<file path="config.mk">
export PLATFORM = sky130hd
export DESIGN_NAME = sdo_crc8_gen
export DESIGN_NICKNAME = d
export VERILOG_FILES = /design/src/rtl/sdo_crc_pkg.sv /design/src/rtl/crc_lfsr.sv /design/src/rtl/drdy_ctrl.sv /design/src/rtl/crc_readout.sv /design/src/rtl/sdo_crc8_gen.sv
export SDC_FILE = /design/constraint.sdc
export NUM_CORES = 1
export LEC_CHECK = 0
export CAP_MARGIN = 20
export CORE_UTILIZATION = 37
export CTS_BUF_LIST = sky130_fd_sc_hd__clkbuf_8
export DETAILED_ROUTE_END_ITERATION = 10
export MAX_ROUTING_LAYER = met4
export PLACE_DENSITY = 0.68
export REMOVE_ABC_BUFFERS = 1
export SYNTH_ARGS = -nofsm -noshare
export SYNTH_HDL_FRONTEND = slang
export SYNTH_SLANG_ARGS = --single-unit
export TNS_END_PERCENT = 10
</file>
<file path="constraint.sdc">
create_clock -name clk -period 1.2 [get_ports clk]
set_input_delay 0.24 -clock clk [delete_from_list [all_inputs] [get_ports clk]]
set_output_delay 0.24 -clock clk [all_outputs]
set_load 0.05 [all_outputs]
</file>
<file path="src/rtl/sdo_crc_pkg.sv">
package sdo_crc_pkg;

    typedef enum logic [0:0] {
        DRDY_IDLE  = 1'b0,
        DRDY_VALID = 1'b1
    } drdy_state_t;

    // One serial step of a left-shifting LFSR, input bit enters at the top.
    function automatic logic [7:0] crc8_step(input logic [7:0] cur,
                                             input logic       din,
                                             input logic [7:0] taps);
        logic fb;
        fb = din ^ cur[7];
        return {cur[6:0], 1'b0} ^ (fb ? taps : 8'h00);
    endfunction

endpackage

</file>
<file path="src/rtl/crc_lfsr.sv">
module crc_lfsr #(
    parameter int          WIDTH = 8,
    parameter logic [WIDTH-1:0] TAPS = 8'h31
) (
    input  logic             clk,
    input  logic             rst_n,
    input  logic             clr,
    input  logic             step,
    input  logic             din,
    output logic [WIDTH-1:0] crc_q
);
    localparam logic [WIDTH-1:0] ZERO = '0;

    logic             fb;
    logic [WIDTH-1:0] crc_nxt;

    always_comb begin
        fb      = din ^ crc_q[WIDTH-1];
        crc_nxt = {crc_q[WIDTH-2:0], 1'b0} ^ (fb ? TAPS : ZERO);
    end

    always_ff @(posedge clk or negedge rst_n) begin
        if (!rst_n) begin
            crc_q <= ZERO;
        end else if (clr) begin
            crc_q <= ZERO;
        end else if (step) begin
            crc_q <= crc_nxt;
        end
    end
endmodule

</file>
<file path="src/rtl/drdy_ctrl.sv">
module drdy_ctrl
    import sdo_crc_pkg::*;
(
    input  logic clk,
    input  logic rst_n,
    input  logic data_new,
    input  logic odr_tick,
    input  logic lsb_read_done,
    input  logic crc_read_done,
    input  logic drdy_aft_crc,
    output logic drdy_n,
    output logic release_pulse
);
    drdy_state_t state_q, state_d;
    logic        read_release;

    // State register
    always_ff @(posedge clk or negedge rst_n) begin
        if (!rst_n) begin
            state_q <= DRDY_IDLE;
        end else begin
            state_q <= state_d;
        end
    end

    // Next state
    always_comb begin
        read_release = drdy_aft_crc ? crc_read_done : lsb_read_done;
        state_d      = state_q;
        unique case (state_q)
            DRDY_IDLE:  if (data_new)                  state_d = DRDY_VALID;
            DRDY_VALID: if (odr_tick || read_release)  state_d = DRDY_IDLE;
            default:                                   state_d = DRDY_IDLE;
        endcase
    end

    // Outputs
    always_comb begin
        drdy_n        = (state_q == DRDY_IDLE);
        release_pulse = (state_q == DRDY_VALID) && (state_d == DRDY_IDLE);
    end
endmodule

</file>
<file path="src/rtl/crc_readout.sv">
module crc_readout #(
    parameter int WIDTH = 8
) (
    input  logic             clk,
    input  logic             rst_n,
    input  logic             rd_start,
    input  logic [WIDTH-1:0] crc_in,
    output logic [WIDTH-1:0] rd_data
);
    always_ff @(posedge clk or negedge rst_n) begin
        if (!rst_n) begin
            rd_data <= '1;
        end else if (rd_start) begin
            rd_data <= ~crc_in;
        end
    end
endmodule

</file>
<file path="src/rtl/sdo_crc8_gen.sv">
module sdo_crc8_gen #(
    parameter int               CRC_W    = 8,
    parameter logic [CRC_W-1:0] CRC_TAPS = 8'h31
) (
    input  logic             clk,
    input  logic             rst_n,
    input  logic             cs_n,
    input  logic             sdo_bit,
    input  logic             sdo_shift,
    input  logic             crc_en,
    input  logic             crc_reg_sel,
    input  logic             crc_rd_start,
    input  logic             data_new,
    input  logic             odr_tick,
    input  logic             lsb_read_done,
    input  logic             crc_read_done,
    input  logic             drdy_aft_crc,
    output logic [CRC_W-1:0] crc_rd_data,
    output logic             drdy_n
);
    logic             drdy_release;
    logic             crc_clr;
    logic             crc_step;
    logic [CRC_W-1:0] crc_q;

    assign crc_clr  = cs_n | drdy_release;
    assign crc_step = crc_en & sdo_shift & ~crc_reg_sel & ~cs_n;

    drdy_ctrl u_drdy (
        .clk           (clk),
        .rst_n         (rst_n),
        .data_new      (data_new),
        .odr_tick      (odr_tick),
        .lsb_read_done (lsb_read_done),
        .crc_read_done (crc_read_done),
        .drdy_aft_crc  (drdy_aft_crc),
        .drdy_n        (drdy_n),
        .release_pulse (drdy_release)
    );

    crc_lfsr #(.WIDTH(CRC_W), .TAPS(CRC_TAPS)) u_lfsr (
        .clk   (clk),
        .rst_n (rst_n),
        .clr   (crc_clr),
        .step  (crc_step),
        .din   (sdo_bit),
        .crc_q (crc_q)
    );

    crc_readout #(.WIDTH(CRC_W)) u_rd (
        .clk      (clk),
        .rst_n    (rst_n),
        .rd_start (crc_rd_start),
        .crc_in   (crc_q),
        .rd_data  (crc_rd_data)
    );
endmodule

</file>
==> results.yml <==
final_layout:
  drive_gt1_share_pct: 39.1
  fin_util_pct: 62.4
  fin_area_sq_um: 1220
  fin_cells: 119
  diodes: 0
  fin_nets: 106
  n_fill_cell: 170
  regArea_sq_um: 435
  multi_input_area_sq_um: 309
  area_growth_pct: 59.2
grt:
  grt_usage_pct: 16.1
  first_global_vias: 528
  grt_max_degree: 18
  antenna_found_initial: 0
  overflow: 0
  grt_pass1_wl_um: 2350
setup_path:
  arrival_ns: 0.95
  start_kind: "flop"
  critPathKind: "flop to output pin"
  crit_chain: "buf_12"
  path_max_fanout: 2
  worst-path-buf-inv: 1
  slowest_delay_ns: 0.56
  worstSetupStartpoint: "u_rd.rd_data[3]"
  worstSetupEndpointType: "output pin"
  critPathRequiredTime_ns: 0.96
  crit_slowest_cell: "dfstp_2"
  cp_top_family: "flip-flops"
  reg2reg_from: "u_lfsr.crc_q[7]"
die:
  placementRows: 16
  dieArea_sq_um: 2270
  die_y_um: 47.6
  fp.coreArea_sq_um: 1960
  ios: 22
  start_util_pct: 39.2
  die_w_um: 47.6
clock_network:
  hold_buffers: 0
  root_buffer: "clkbuf_8"
  htreeDepth: 1
  post-cts-setup-buffer-count: 0
  clkSinkCount: 17
  cts.clk_slew.worst_paths_ns: 0.06
  cts_tree: "yes"
  clock_path_buffers: 2
  clkLatencyLatePin_ns: 0.25
  cts-buffers-inserted: 3
synth:
  ys_warn_count: 0
  synth_edf_count: 0
  synthCells: 63
  async_flop_share_pct: 100
  synthFlopType: "dfrtp_1"
  postSynthAreaPerCell_sq_um: 12.2
  yosysTopAreaCell: "dfrtp_1"
  ys_seq_area_share_pct: 56.6
  synth_area_sq_um: 769
  synth_top_area_share_pct: 29.3
  synth_seq_cells: 17
  synth_area_leaders: "dfrtp_1, dfstp_2, mux2i_1, a2111oi_2, inv_1"
  synth.most_common_cell: "mux2i_1"
  yosysUniqueCellTypes: 19
  synth_commonest_cells: "mux2i_1, dfrtp_1, inv_1"
sta:
  period_minus_slack_ns: 1.19
  whs_ns: 0.308
  finalClockSkew_ns: 0.00213
  finalCritPeriodShare_pct: 99.0
  timing_hold_violations_final: 0
  setup_viol_count_final: 0
  worstMarginPinSlew_ns: 0.379
  slew_viol_final: 0
  slew_headroom_pct: 74.8
  rsz0062_at_grt: "true"
  fmax_mhz: 842
drt:
  drc: 0
  wl_per_cell_um: 12.0
  drtAntennaViolNets: 0
  wl_met1_um: 629
  met3_wirelength_um: 62
  drt_iter0_drc: 1
  met2WireLength_um: 711
  top_layer: "met4"
  vias_per_cell: 4.61
  wl_um: 1430
  first_pass_iters: 2
  vias: 548
placement:
  hpwl_um: 1040
  dp.cells: 115
  gp_congestion: 0.758
  place_area_sq_um: 1160
  port_buffers: 21
power:
  power_mw: 1.25
  p_per_area_nw_per_um2: 1020
  leakagePower_nw: 0.633
  vdd_drop_max_v: 0.000876
run:
  drv_cap: 0
worst_hold_path:
  holdCritPathClass: "input port to async pin"
status:
  status: "finished clean"
==> power breakdown <==
part / total (mW) / internal, mW / switching (mW)
Sequential: 0.608 / 0.594 / 0.0138
Clock: 0.410 / 0.227 / 0.183
Combinational: 0.229 / 0.116 / 0.113
==> timing repair <==
action | CTS | global route
setup endpoints to repair | 8 | 11
pin swaps | 9 | 5
gates resized for setup | 16 | 1
gates cloned | 0 | 0
==> logic make-up after synthesis <==
family                 Yosys count  synth area share [%]
flip-flops                      17                  56.6
AND/OR/NAND/NOR                 13                  8.94
buffers and inverters           12                  6.01
AO/OA/AOI/OAI                    5                  8.13
multiplexers                    13                  16.9
XOR/XNOR                         3                  3.42
==> sequential cells by signal, summed over array words and instances, names as in the netlist <==
| signal | cells |
|---|---|
| u_lfsr.crc_q | 8 |
| u_drdy.state_q | 1 |
| u_rd.rd_data | 8 |
==> per-layer routing <==
metal / global-route usage, % / vias up
met5: - / -
met4: 8.33 / 0
met3: 3.40 / 2
met2: 24.7 / 19
met1: 20.0 / 254
li1: - / 273
==> placed cells by master (no fill, tap or decap) <==
master            n
inv_2             1
buf_6             3
nor2_1            2
and2_4            1
nor2_2            1
dfrtp_1           9
xnor2_2           1
o41ai_1           1
nand3b_1          1
clkdlybuf4s50_1   5
nor3_1            5
buf_4             3
clkbuf_8          3
nor2b_4           1
and3b_2           1
xor2_1            2
o31a_1            1
mux2i_1          13
nand2_1           1
dfstp_2           8
buf_12           10
inv_1             9
a2111oi_2         3
dlygate4sd2_1     7
==> final cells by class <==
cell class	instances	area share, %
clock buffers	3	3.37
clock inverters	1	0.306
inverters	9	2.76
multi-input cells	34	25.2
flip-flops and latches	17	35.5
well taps	27	2.76
repair buffers	28	30.0
==> stage by stage <==
step | worst slack, ns | TNS (ns)
floorplan | -0.0680 | -0.136
global placement | -0.395 | -2.80
detailed placement | -0.436 | -3.02
CTS | -0.0313 | -0.0582
global route | -0.0495 | -0.225
finish | 0.0124 | 0
==> final timing paths <==
check | to | slack (ns) | depth (start not counted)
setup / recovery | crc_rd_data[3] | 0.01 | 1
hold / removal | u_lfsr.crc_q[1] | 0.31 | 2
setup reg to reg | u_lfsr.crc_q[4] | 0.02 | 3
hold reg to reg | u_rd.rd_data[2] | 0.46 | 1
max in group asynchronous | u_rd.rd_data[6] | 0.64 | 2
min in group clk | u_drdy.state_q | 0.42 | 3
(Power assumes the default switching activity.)
